===== src/rtl/flash_ovl_pkg.sv =====
package flash_ovl_pkg;
    parameter int ADDR_W = 24;
    parameter int BLK_W  = 10;
    parameter int SEL_W  = 2;

    typedef struct packed {
        logic             ovl_en;
        logic [SEL_W-1:0] blk_sel;
        logic             pgm_req;
        logic             ers_req;
    } ovl_state_t;
endpackage


===== src/rtl/ovl_regs.sv =====
module ovl_regs
    import flash_ovl_pkg::*;
(
    input  logic             clk,
    input  logic             rst_n,
    input  logic             wr,
    input  logic             addr,
    input  logic [7:0]       wdata,
    output logic [7:0]       rdata,
    output ovl_state_t       state
);
    ovl_state_t state_d, state_q;

    always_comb begin
        state_d = state_q;
        if (wr) begin
            if (!addr) begin
                state_d.ovl_en  = wdata[7];
                state_d.blk_sel = wdata[SEL_W-1:0];
            end else begin
                state_d.pgm_req = wdata[0];
                state_d.ers_req = wdata[1];
            end
        end
    end

    always_ff @(posedge clk) begin
        if (!rst_n) state_q <= '0;
        else        state_q <= state_d;
    end

    always_comb begin
        rdata = '0;
        if (!addr) begin
            rdata[7]         = state_q.ovl_en;
            rdata[SEL_W-1:0] = state_q.blk_sel;
        end else begin
            rdata[0] = state_q.pgm_req;
            rdata[1] = state_q.ers_req;
        end
    end

    assign state = state_q;

    // control write lands in the next cycle
    p_ctrl_write_r2: assert property (@(posedge clk) disable iff (!rst_n)
        (wr && !addr) |=> (state_q.ovl_en == $past(wdata[7]) &&
                           state_q.blk_sel == $past(wdata[SEL_W-1:0])));
    // flash request write lands in the next cycle
    p_flash_write_r6: assert property (@(posedge clk) disable iff (!rst_n)
        (wr && addr) |=> (state_q.pgm_req == $past(wdata[0]) &&
                          state_q.ers_req == $past(wdata[1])));
    // without writes the state holds
    p_hold_r1: assert property (@(posedge clk) disable iff (!rst_n)
        !wr |=> $stable(state_q));
endmodule


===== src/rtl/ovl_remap.sv =====
module ovl_remap
    import flash_ovl_pkg::*;
#(
    parameter logic [ADDR_W-1:0] RAM_BASE = 24'hFFEC00
) (
    input  logic              clk,
    input  logic              rst_n,
    input  logic              ovl_en,
    input  logic [SEL_W-1:0]  blk_sel,
    input  logic [ADDR_W-1:0] cpu_addr,
    output logic [ADDR_W-1:0] map_addr,
    output logic              ram_sel
);
    localparam int NBLK     = 1 << SEL_W;
    localparam int REGION_W = BLK_W + SEL_W;

    logic [NBLK-1:0] blk_hit;
    logic            low_region;

    assign low_region = (cpu_addr[ADDR_W-1:REGION_W] == '0);

    for (genvar b = 0; b < NBLK; b++) begin : g_blk
        assign blk_hit[b] = ovl_en && low_region &&
                            (cpu_addr[REGION_W-1:BLK_W] == SEL_W'(b)) &&
                            (blk_sel == SEL_W'(b));
    end

    assign ram_sel  = |blk_hit;
    assign map_addr = ram_sel ? {RAM_BASE[ADDR_W-1:BLK_W], cpu_addr[BLK_W-1:0]}
                              : cpu_addr;

    // at most one block can be overlaid
    p_single_hit_r3: assert property (@(posedge clk) disable iff (!rst_n)
        $onehot0(blk_hit));
    // redirected access keeps its offset inside the RAM window
    p_redirect_r3: assert property (@(posedge clk) disable iff (!rst_n)
        ram_sel |-> (map_addr[ADDR_W-1:BLK_W] == RAM_BASE[ADDR_W-1:BLK_W] &&
                     map_addr[BLK_W-1:0] == cpu_addr[BLK_W-1:0]));
    // disabled overlay never redirects
    p_disabled_pass_r5: assert property (@(posedge clk) disable iff (!rst_n)
        !ovl_en |-> (!ram_sel && map_addr == cpu_addr));
endmodule


===== src/rtl/ovl_guard.sv =====
module ovl_guard (
    input  logic clk,
    input  logic rst_n,
    input  logic ovl_en,
    input  logic pgm_req,
    input  logic ers_req,
    output logic prog_mode,
    output logic erase_mode
);
    assign prog_mode  = pgm_req && !ovl_en;
    assign erase_mode = ers_req && !ovl_en;

    // no mode entry while the overlay is active
    p_no_mode_emul_r7: assert property (@(posedge clk) disable iff (!rst_n)
        ovl_en |-> (!prog_mode && !erase_mode));
    // mode appears once the overlay is released
    p_release_r8: assert property (@(posedge clk) disable iff (!rst_n)
        (!ovl_en && pgm_req) |-> prog_mode);
endmodule


===== src/rtl/flash_overlay_ctrl.sv =====
module flash_overlay_ctrl
    import flash_ovl_pkg::*;
(
    input  logic        clk,
    input  logic        rst_n,
    input  logic        reg_wr,
    input  logic        reg_addr,
    input  logic [7:0]  reg_wdata,
    output logic [7:0]  reg_rdata,
    input  logic [23:0] cpu_addr,
    output logic [23:0] map_addr,
    output logic        ram_sel,
    output logic        prog_mode,
    output logic        erase_mode
);
    ovl_state_t st;

    ovl_regs u_regs (
        .clk(clk), .rst_n(rst_n), .wr(reg_wr), .addr(reg_addr),
        .wdata(reg_wdata), .rdata(reg_rdata), .state(st)
    );

    ovl_remap #(.RAM_BASE(24'hFFEC00)) u_remap (
        .clk(clk), .rst_n(rst_n), .ovl_en(st.ovl_en), .blk_sel(st.blk_sel),
        .cpu_addr(cpu_addr), .map_addr(map_addr), .ram_sel(ram_sel)
    );

    ovl_guard u_guard (
        .clk(clk), .rst_n(rst_n), .ovl_en(st.ovl_en), .pgm_req(st.pgm_req),
        .ers_req(st.ers_req), .prog_mode(prog_mode), .erase_mode(erase_mode)
    );
endmodule


===== config.mk =====
export PLATFORM = sky130hd
export DESIGN_NAME = flash_overlay_ctrl
export DESIGN_NICKNAME = d
export VERILOG_FILES = /design/src/rtl/flash_ovl_pkg.sv /design/src/rtl/ovl_regs.sv /design/src/rtl/ovl_remap.sv /design/src/rtl/ovl_guard.sv /design/src/rtl/flash_overlay_ctrl.sv
export SDC_FILE = /design/constraint.sdc
export NUM_CORES = 1
export LEC_CHECK = 0
export BUFFER_PORTS_ARGS = -buffer_cell sky130_fd_sc_hd__buf_2
export CORE_ASPECT_RATIO = 0.9
export CORE_MARGIN = 4
export CORE_UTILIZATION = 34
export CTS_CLUSTER_SIZE = 24
export DETAILED_ROUTE_END_ITERATION = 10
export GPL_ROUTABILITY_DRIVEN = 0
export PLACE_DENSITY = 0.84
export SYNTH_ARGS = -nofsm -noshare
export SYNTH_HDL_FRONTEND = slang
export SYNTH_SLANG_ARGS = --single-unit

===== constraint.sdc =====
create_clock -name clk -period 2.9 [get_ports clk]
set_clock_uncertainty 0.15 [all_clocks]
set_input_delay 0.58 -clock clk [delete_from_list [all_inputs] [get_ports clk]]
set_output_delay 0.58 -clock clk [all_outputs]
set_load 0.05 [all_outputs]

== Word-level counts from Yosys, hierarchy flattened ==
Index checks and enable logic that the tools add are counted.
W data, S select, Z words.

* Output and inout port bits: 35
* Logic and storage cells: 32
* Flip-flop bits (word level): 5

* Equal/unequal tests: 6
* Reductions and logical operators: 18
* Muxes and demuxes: 3
* Bitwise logic cells: 1

{| class="wikitable"
|+ Operator list
! operator !! count
|-
| $mux W24 || 1
|-
| $logic_not A12 Y1 || 1
|-
| $logic_and A1 B1 Y1 || 11
|-
| $eq A2 B2 Y1 const B || 4
|-
| $eq A2 B1 Y1 const B || 2
|-
| $logic_not A2 Y1 || 2
|-
| $reduce_and A2 Y1 || 2
|-
| $reduce_or A4 Y1 || 1
|-
| $mux W2 || 1
|-
| $logic_not A1 Y1 || 1
|-
| $mux W1 || 1
|-
| $not A1 Y1 || 1
|}

== Longest topological paths before layout ==
Gate-level depths: netlist of run 1.

* Depth after elaboration: 6
* Mapped depth: 4
* Mapped depth without buffers: 3

== Hierarchy ==
From an unflattened synthesis of run 1, not the netlist that was laid out.

* Cell total of the unflattened synthesis: 67
* Area total of the unflattened synthesis: 576.8 µm²

{| class="wikitable"
|+ By module, submodules not included
! module !! seq. area each (µm²) !! area an instance (µm²) !! cells an instance !! times used
|-
| ovl_remap || 0.0 || 296.5 || 35 || 1
|-
| ovl_regs || 100.1 || 267.8 || 30 || 1
|-
| ovl_guard || 0.0 || 12.5 || 2 || 1
|}

== Worst setup path before layout of run 1 ==
OpenSTA, ideal clock, no wires.

* Path type: input-to-output
* Start: input port cpu_addr[18]
* End: output port map_addr[10]
* Data required time: 2.170 ns
* Stages on the path: 3
* Arrival time: 1.827 ns
* Setup slack: 0.343 ns
* Cells stage by stage: nor4_2 nand4_2 o21bai_1

* Longest elaborated chain between the ends: 6
* Elaborated cells between the ends (all ways): 12

{| class="wikitable"
|+ Ends and longest elaborated chain
! item !! RTL line !! source
|-
| from (decl) || flash_overlay_ctrl.sv:10 || <nowiki>input logic [23:0] cpu_addr,</nowiki>
|-
| $logic_not A12 Y1 (*) || ovl_remap.sv:20 || <nowiki>assign low_region = (cpu_addr[ADDR_W-1:REGION_W] == '0);</nowiki>
|-
| $logic_and A1 B1 Y1 (*) || ovl_remap.sv:23 || <nowiki>assign blk_hit[b] = ovl_en && low_region &&</nowiki>
|-
| $logic_and A1 B1 Y1 || ovl_remap.sv:23 ||
|-
| $logic_and A1 B1 Y1 || ovl_remap.sv:24 || <nowiki>(cpu_addr[REGION_W-1:BLK_W] == SEL_W'(b)) &&</nowiki>
|-
| $reduce_or A4 Y1 (*) || ovl_remap.sv:28 || <nowiki>assign ram_sel = |blk_hit;</nowiki>
|-
| $mux W24 (*) || ovl_remap.sv:29 || <nowiki>assign map_addr = ram_sel ? {RAM_BASE[ADDR_W-1:BLK_W], cpu_addr[BLK_W-1:0]}</nowiki>
|-
| to (decl) || flash_overlay_ctrl.sv:11 || <nowiki>output logic [23:0] map_addr,</nowiki>
|}

Every way passes the cells marked *; elsewhere a longest branch is shown, timed or not.

== Final worst setup path of run 1 ==
* Start: input port cpu_addr[18]
* End: output port map_addr[11]

The elaborated chain is that of the path after synthesis.

==> results.py, run 1 <==
metrics = {
    "sta": {
        "final_hold_viol_count": 0,
        "setup_viol": 0,
        "fmax_mhz": 406,
        "rsz0062_at_grt": "no",
        "layout_min_cycle_time_ps": 2460,
        "tns_ps": 0,
        "drv_slew": 0,
        "fin_crit_sh_pct": 84.9,
    },
    "power": {
        "p_leak_nw": 0.363,
        "internal-power_w": 0.000160,
        "combPwrFrac_pct": 43.0,
        "p_switching_w": 0.000116,
        "p_seq_share_pct": 27.2,
        "power.density_nw_per_um2": 384,
        "max-vdd-ir-drop_mv": 0.302,
        "power.share.switching_pct": 42.1,
        "clkPwrFrac_pct": 29.8,
    },
    "global_routing": {
        "overflow": 0,
        "grt_use_total_pct": 12.1,
        "grt_pass1_wl_microns": 2120,
        "grt_pass1_vias": 510,
        "grt_antenna_before_repair": 0,
        "grt_max_degree": 15,
    },
    "placed_design": {
        "placedCellCount": 115,
        "placed_area_sq_um": 693,
        "dp_hpwl_microns": 1140,
        "io_buffers": 40,
    },
    "route": {
        "first_pass_iters": 1,
        "via_per_inst": 4.48,
        "wl_per_cell_microns": 11.3,
        "drc_errors": 0,
        "first_iter_violations": 0,
        "wirelength_microns": 1340,
        "drtAntennaViolNets": 0,
        "vias": 533,
    },
    "cts": {
        "cts_hold_buf": 0,
        "path_clk_slew_ps": 40,
        "tritoncts": "yes",
        "cts_inserted_buffers": 3,
        "clock_latency_ps": 240,
        "htreeDepth": 1,
        "clock-sinks": 5,
        "cts_buffer_depth": 2,
        "clock-root-buffer": "clkbuf_4",
        "cts_resized": 0,
        "cts_setup_buffers": 0,
    },
    "die": {
        "start_util_pct": 37.6,
        "die-area_sq_um": 2390,
        "die_w_microns": 51.1,
        "core-area_sq_um": 1510,
        "die_y_microns": 46.8,
        "rows": 13,
        "io-pin-count": 71,
    },
    "worst_setup_path": {
        "crit_fanout": 14,
        "worstPathArrival_ps": 1730,
        "critPathLaunchType": "primary input",
        "cp.required_ps": 2170,
        "critical_path_class": "primary input to primary output",
        "end_kind": "primary output",
    },
    "synthesis": {
        "async_flop_share_pct": 0,
        "synth_area_leaders": "buf_4, o21bai_2, dfxtp_1",
        "yosysMostFrequentCell": "buf_4",
        "synth_common_cells": "buf_4, o21bai_2, nor2b_1",
        "synth_ff_type": "dfxtp_1",
        "ys_types": 21,
        "synth_warnings": 0,
        "synth-edff-count": 0,
        "netlist_instances": 65,
        "synth_top_area_share_pct": 19.8,
        "syn_area_per_cell_sq_um": 8.74,
        "synth_seq_cells": 5,
        "syn_area_sq_um": 568,
        "synth_top_area_cell": "buf_4",
        "synth-seq-area-share_pct": 17.6,
    },
    "worst_hold_path": {
        "hold_path.class": "register to register",
    },
    "layout": {
        "diodes": 0,
        "finalNonFillerCells": 119,
        "largest_reg_flops": 5,
        "drive_gt1_share_pct": 60.8,
        "nets": 134,
        "postLayoutCellArea_sq_um": 719,
        "area_growth_pct": 26.7,
    },
    "outcome": {
        "status": "finished clean",
    },
    "flow_run": {
        "cap_violations": 0,
    },
}
-- stage by stage --
stage,hold WS (ps),total power (W),setup WS [ps],util [%]
finish,330,0.000276,439,47.6
global route,392,0.000295,310,47.6
detailed placement,326,0.000196,416,45.8
CTS,332,0.000281,413,47.6
global placement,322,0.000194,451,45.8
floorplan,298,0.000206,343,-
-- critical path, stage by stage --
cell and delay (ps):
buf_2 110, nor4_2 290, nand4_2 120, buf_4 210
o21bai_1 150, buf_2 280
-- metal layers --
layer  vias up  GRT usage (%)  wire length [microns]
met5         -              0                      0
met4         0           12.9                     49
met3         6           2.54                    133
met2        25           21.6                    699
met1       238           11.7                    459
li1        264              -                      -
-- final timing paths --
| path | startpoint | end | slack, ps | depth (start not counted) |
|---|---|---|---|---|
| worst max-delay path | cpu_addr[18] | map_addr[11] | 440 | 6 |
| worst min-delay path | u_regs.state[0]$_SDFFE_PN0P_ | u_regs.state[0]$_SDFFE_PN0P_ | 330 | 2 |
| worst max register to register | u_regs.state[4]$_SDFFE_PN0P_ | u_regs.state[4]$_SDFFE_PN0P_ | 2110 | 2 |
| worst min register to register | u_regs.state[0]$_SDFFE_PN0P_ | u_regs.state[0]$_SDFFE_PN0P_ | 330 | 2 |
-- kinds of logic after synthesis --
| group | Yosys count | synth area share (%) |
|---|---|---|
| compound gates | 15 | 25.8 |
| mux | 5 | 9.25 |
| buf+inv | 18 | 23.3 |
| xor+xnor | 2 | 3.08 |
| flops | 5 | 17.6 |
| simple gates | 19 | 20.3 |
| other cells | 1 | 0.660 |
-- power by group through the flow --
stage          Combinational (W)  Sequential, W  Clock (W)
2_1_floorplan           0.000130      0.0000756          0
3_3_place_gp            0.000118      0.0000764          0
3_5_place_dp            0.000120      0.0000764          0
4_1_cts                 0.000120      0.0000751  0.0000860
5_1_grt                 0.000126      0.0000755  0.0000931
6_report                0.000119      0.0000751  0.0000823
-- layout by cell type, fill, tap and decap left out --
master    count
mux2_2        2
xnor2_1       2
nor2_2        1
nand4_2       1
clkbuf_1      1
nor2b_1       6
o21bai_1      4
nand3_1       3
mux2i_1       3
nor4_2        1
o21bai_2      9
clkbuf_4      3
nor2_1        2
dfxtp_1       5
nand2_1       3
buf_2        40
nand2b_1      1
conb_1        5
nor4_1        1
a21boi_0      2
buf_4         2
-- cell type report --
| class | instances | area (sq um) |
|---|---|---|
| clock buffers | 4 | 26.3 |
| fillers | 162 | 793 |
| multi-input cells | 46 | 350 |
| flip-flops and latches | 5 | 100 |
| well taps | 22 | 27.5 |
| repair buffers | 42 | 215 |
(Power assumes the default switching activity.)
==> run 2: changes to the inputs <==
--- a/config.mk
+++ b/config.mk
@@ -8,11 +8,11 @@
 export BUFFER_PORTS_ARGS = -buffer_cell sky130_fd_sc_hd__buf_2
 export CORE_ASPECT_RATIO = 0.9
 export CORE_MARGIN = 4
-export CORE_UTILIZATION = 34
+export CORE_UTILIZATION = 31
 export CTS_CLUSTER_SIZE = 24
 export DETAILED_ROUTE_END_ITERATION = 10
 export GPL_ROUTABILITY_DRIVEN = 0
-export PLACE_DENSITY = 0.84
+export PLACE_DENSITY = 0.78
 export SYNTH_ARGS = -nofsm -noshare
 export SYNTH_HDL_FRONTEND = slang
 export SYNTH_SLANG_ARGS = --single-unit
==> constraint.sdc (replaced) <==
create_clock -name clk -period 2.4 [get_ports clk]
set_clock_uncertainty 0.15 [all_clocks]
set_input_delay 0.48 -clock clk [delete_from_list [all_inputs] [get_ports clk]]
set_output_delay 0.48 -clock clk [all_outputs]
set_load 0.05 [all_outputs]
==> run 2 against run 1 <==
Non-clock buffer count unchanged. Sequential cell count stayed put. Routed wire length fell by 2.4%. Final cell count rose by 1.7%. Critical path depth stayed put. Sequential power rose by 21%. Combinational power is 21% higher. Final area increased by 2.1%.
==> results.py, run 2 (synthesis results as in run 1) <==
metrics = {
    "outcome": {
        "status": "finished clean",
    },
    "layout": {
        "largest_reg_flops": 5,
        "final_common_cell": "buf_2",
        "final_cell_mix": "buf_2, o21bai_2, nor2b_1, conb_1, dfxtp_1",
        "nFillCells": 190,
        "nets": 134,
        "diodes": 0,
        "area_growth_pct": 29.3,
        "drive_gt1_share_pct": 60.8,
    },
    "global_routing": {
        "grt_pass1_vias": 541,
        "grtUsageMet3_pct": 2.76,
        "overflow": 0,
        "grt_busiest_layer": "met2",
        "grt_util_met2_pct": 18.2,
        "grt_use_met1_pct": 10.6,
        "grt_pass1_wl_microns": 2100,
        "grt_use_total_pct": 10.7,
        "grt_max_degree": 15,
        "grt_antenna_before_repair": 0,
    },
    "worst_setup_path": {
        "crit_fanout": 14,
        "r2r_start": "u_regs.state[4]$_SDFFE_PN0P_",
        "end_kind": "primary output",
        "critPathLaunchType": "primary input",
        "cp-endpoint": "map_addr[23]",
        "worstPathArrival_ps": 1650,
        "rr_worst_depth": 2,
        "critical_path_class": "primary input to primary output",
        "rrSetupSlack_ps": 1610,
        "r2r_end": "u_regs.state[4]$_SDFFE_PN0P_",
        "cp.required_ps": 1770,
        "crit_start": "cpu_addr[18]",
    },
    "cts": {
        "path_clk_slew_ps": 50,
        "tritoncts": "yes",
        "cts_inserted_buffers": 3,
        "clock-sinks": 5,
        "cts_setup_buffers": 0,
        "cts_resized": 0,
        "cts_buffer_depth": 2,
        "cts_hold_buf": 0,
        "htreeDepth": 1,
        "clock-root-buffer": "clkbuf_4",
        "clock_latency_ps": 240,
    },
    "route": {
        "wirelength_microns": 1310,
        "vias": 536,
        "first_iter_violations": 1,
        "first_pass_iters": 2,
        "drtAntennaViolNets": 0,
        "wl_per_cell_microns": 10.8,
        "via_per_inst": 4.43,
        "drc_errors": 0,
    },
    "die": {
        "io-pin-count": 71,
        "core-area_sq_um": 1700,
        "start_util_pct": 33.4,
        "rows": 14,
        "die_y_microns": 48.6,
        "die-area_sq_um": 2580,
        "die_w_microns": 53.1,
    },
    "placed_design": {
        "dpl_worst_slack_ps": 107,
        "dp_hpwl_microns": 1180,
        "io_buffers": 40,
    },
    "power": {
        "p_leak_nw": 0.369,
        "power.density_nw_per_um2": 453,
        "max-vdd-ir-drop_mv": 0.225,
    },
    "sta": {
        "layout_min_cycle_time_ps": 2280,
        "rsz0062_at_grt": "no",
        "hold_slack_ps": 324,
        "setup_viol": 0,
        "final_hold_viol_count": 0,
        "setup_slack_ps": 117,
        "drv_slew": 0,
        "fmax_mhz": 438,
        "tns_ps": 0,
        "fin_crit_sh_pct": 95.1,
    },
    "worst_hold_path": {
        "hold_path_depth": 2,
        "hold_path.class": "register to register",
    },
    "flow_run": {
        "cap_violations": 0,
    },
}
run 2: how the worst min path moves through the flow:
stage                                 start                           end  slack [ps]
2_1_floorplan  u_regs.state[0]$_SDFFE_PN0P_  u_regs.state[0]$_SDFFE_PN0P_         300
3_3_place_gp   u_regs.state[1]$_SDFFE_PN0P_  u_regs.state[1]$_SDFFE_PN0P_         320
3_5_place_dp   u_regs.state[0]$_SDFFE_PN0P_  u_regs.state[0]$_SDFFE_PN0P_         320
4_1_cts        u_regs.state[0]$_SDFFE_PN0P_  u_regs.state[0]$_SDFFE_PN0P_         330
5_1_grt        u_regs.state[1]$_SDFFE_PN0P_  u_regs.state[1]$_SDFFE_PN0P_         360
6_report       u_regs.state[0]$_SDFFE_PN0P_  u_regs.state[0]$_SDFFE_PN0P_         320
run 2: worst max-delay path, cell delays in order:
cell and delay, ps:
buf_2 110, nor4_2 300, nand4_2 170, buf_12 180, o21bai_1 140, buf_2 280
run 2: power by group:
| part | leakage [nW] | switching (W) | internal [W] | total, W |
|---|---|---|---|---|
| Sequential | 0.0409 | 0.00000324 | 0.0000874 | 0.0000906 |
| Clock | 0.0150 | 0.0000356 | 0.0000629 | 0.0000985 |
| Combinational | 0.314 | 0.000101 | 0.0000431 | 0.000144 |
run 2: through the flow:
stage          instance area (sq um)  utilization [%]  cells  total power [W]
2_1_floorplan                    583                -     69         0.000249
3_3_place_gp                     708             41.7    117         0.000235
3_5_place_dp                     708             41.7    117         0.000237
4_1_cts                          734             43.2    121         0.000337
5_1_grt                          734             43.2    121         0.000355
6_report                         734             43.2    121         0.000333
run 2: layout make-up:
| class | count | area (sq um) | share of cell area [%] |
|---|---|---|---|
| clock buffers | 4 | 26.3 | 3.58 |
| multi-input cells | 46 | 350 | 47.7 |
| flip-flops and latches | 5 | 100 | 13.6 |
| well taps | 24 | 30.0 | 4.09 |
| repair buffers | 42 | 228 | 31.0 |
run 2: metal layers:
layer	up-vias	wire, microns
li1	264	-
met1	234	469
met2	34	685
met3	4	126
met4	0	27
met5	-	0
==> run 3: changes to the inputs <==
--- a/config.mk
+++ b/config.mk
@@ -16,3 +16,4 @@
 export SYNTH_ARGS = -nofsm -noshare
 export SYNTH_HDL_FRONTEND = slang
 export SYNTH_SLANG_ARGS = --single-unit
+export TNS_END_PERCENT = 10
==> constraint.sdc (replaced) <==
create_clock -name clk -period 2.4 [get_ports clk]
set_clock_uncertainty 0.15 [all_clocks]
set_input_delay 0.48 -clock clk [delete_from_list [all_inputs] [get_ports clk]]
set_output_delay 0.48 -clock clk [all_outputs]
set_load 0.01 [all_outputs]
==> run 3 against run 2 <==
Clock-buffer cell count unchanged. Clock power fell by 2%. Routed wire length up 4.8%. Final cell count unchanged. Largest cell class unchanged. Register-to-register slack got worse by 30 ps. Largest power group is now clock. Maximum frequency up 6.2%.
==> results.py, run 3 (synthesis results as in run 1) <==
metrics = {
    "outcome": {
        "status": "finished clean",
    },
    "route": {
        "drtAntennaViolNets": 0,
        "wirelength_microns": 1370,
        "via_per_inst": 4.45,
        "first_iter_violations": 0,
        "first_pass_iters": 1,
        "drc_errors": 0,
        "vias": 539,
        "wl_per_cell_microns": 11.3,
    },
    "worst_setup_path": {
        "slowest_stage": "nor4_2",
        "critical_path_class": "primary input to primary output",
        "end_kind": "primary output",
        "r2r_end": "u_regs.state[1]$_SDFFE_PN0P_",
        "cp_common_cell": "buf_2",
        "crit_family": "buffers and inverters",
        "path_cells": "buf_2 -> nor4_2 -> nand4_2 -> buf_4 -> o21bai_1 -> buf_2",
        "critPathLaunchType": "primary input",
        "rr_worst_depth": 2,
        "rrSetupSlack_ps": 1580,
        "worstPathArrival_ps": 1520,
        "r2r_start": "u_regs.state[1]$_SDFFE_PN0P_",
        "cp.required_ps": 1770,
        "slowest_delay_ps": 300,
        "timing.critical_path.buf_inv": 3,
        "path_depth": 6,
        "crit_fanout": 14,
    },
    "layout": {
        "diodes": 0,
        "finalNonFillerCells": 121,
        "largest_reg_flops": 5,
        "area_growth_pct": 27.1,
        "postLayoutCellArea_sq_um": 722,
        "nets": 134,
        "drive_gt1_share_pct": 60.8,
        "final_cell_mix": "buf_2, o21bai_2, nor2b_1, conb_1, dfxtp_1",
        "final_common_cell": "buf_2",
    },
    "die": {
        "die-area_sq_um": 2580,
        "die_w_microns": 53.1,
        "start_util_pct": 33.4,
        "io-pin-count": 71,
        "rows": 14,
        "core-area_sq_um": 1700,
        "die_y_microns": 48.6,
    },
    "placed_design": {
        "placedCellCount": 117,
        "io_buffers": 40,
        "placed_area_sq_um": 696,
        "dpl_worst_slack_ps": 234,
    },
    "worst_hold_path": {
        "hold_path.class": "register to register",
        "hold_start": "u_regs.state[0]$_SDFFE_PN0P_",
        "hold_path_depth": 2,
        "worstHoldEndpoint": "u_regs.state[0]$_SDFFE_PN0P_",
    },
    "cts": {
        "cts_resized": 0,
        "cts_inserted_buffers": 3,
        "cts_buffer_depth": 2,
        "path_clk_slew_ps": 40,
        "clock-sinks": 5,
        "clock-root-buffer": "clkbuf_4",
        "tritoncts": "yes",
        "htreeDepth": 1,
        "cts_setup_buffers": 0,
        "clock_latency_ps": 240,
        "cts_hold_buf": 0,
    },
    "sta": {
        "setup_viol": 0,
        "fmax_mhz": 465,
        "drv_slew": 0,
        "layout_min_cycle_time_ps": 2150,
        "fin_crit_sh_pct": 89.6,
        "setup_slack_ps": 250,
        "rsz0062_at_grt": "no",
        "final_hold_viol_count": 0,
        "tns_ps": 0,
    },
    "global_routing": {
        "grt_max_degree": 15,
        "grt_pass1_wl_microns": 2350,
        "overflow": 0,
        "grt_pass1_vias": 539,
        "grt_antenna_before_repair": 0,
        "grt_use_total_pct": 11.6,
    },
    "flow_run": {
        "cap_violations": 0,
    },
    "power": {
        "power.density_nw_per_um2": 372,
        "p_leak_nw": 0.363,
        "max-vdd-ir-drop_mv": 0.315,
    },
}
## run 3: per-stage QoR
stage / util (%) / power [W] / hold WS, ps
final: 42.5 / 0.000269 / 337
after global routing: 42.5 / 0.000289 / 374
after CTS: 42.5 / 0.000271 / 335
after detailed placement: 40.9 / 0.000174 / 329
after global placement: 40.9 / 0.000172 / 323
after floorplan: - / 0.000157 / 298
## run 3: worst register-to-register path: stages (launching register included)
cell	delay, ps
dfxtp_1	340
nand2_1	60
a21boi_0	190
## run 3: final cells by class
| cell class | instances | area [sq um] |
|---|---|---|
| Fill cell | 191 | 977 |
| Tap cell | 24 | 30.0 |
| Multi-Input combinational cell | 46 | 350 |
| Sequential cell | 5 | 100 |
| Clock buffer | 4 | 26.3 |
| Timing Repair Buffer | 42 | 215 |
## run 3: worst max path at each step
stage,from,endpoint
final,cpu_addr[18],map_addr[11]
after global routing,cpu_addr[18],map_addr[10]
after CTS,cpu_addr[18],map_addr[11]
after detailed placement,cpu_addr[18],map_addr[11]
after global placement,cpu_addr[18],map_addr[23]
after floorplan,cpu_addr[15],map_addr[14]
## run 3: per-layer routing
layer | routed length, microns | vias to the layer above | share of wire [%] | track usage (%)
li1 | - | 264 | - | -
met1 | 434 | 237 | 32 | 12.1
met2 | 755 | 34 | 55 | 20.2
met3 | 162 | 4 | 12 | 3.37
met4 | 20 | 0 | 1.5 | 6.38
met5 | 0 | - | 0 | 0
## run 3: where the power goes
group / switching, W / total, W / internal, W
Clock: 0.0000340 / 0.0000968 / 0.0000628
Sequential: 0.00000338 / 0.0000908 / 0.0000874
Combinational: 0.0000385 / 0.0000812 / 0.0000427
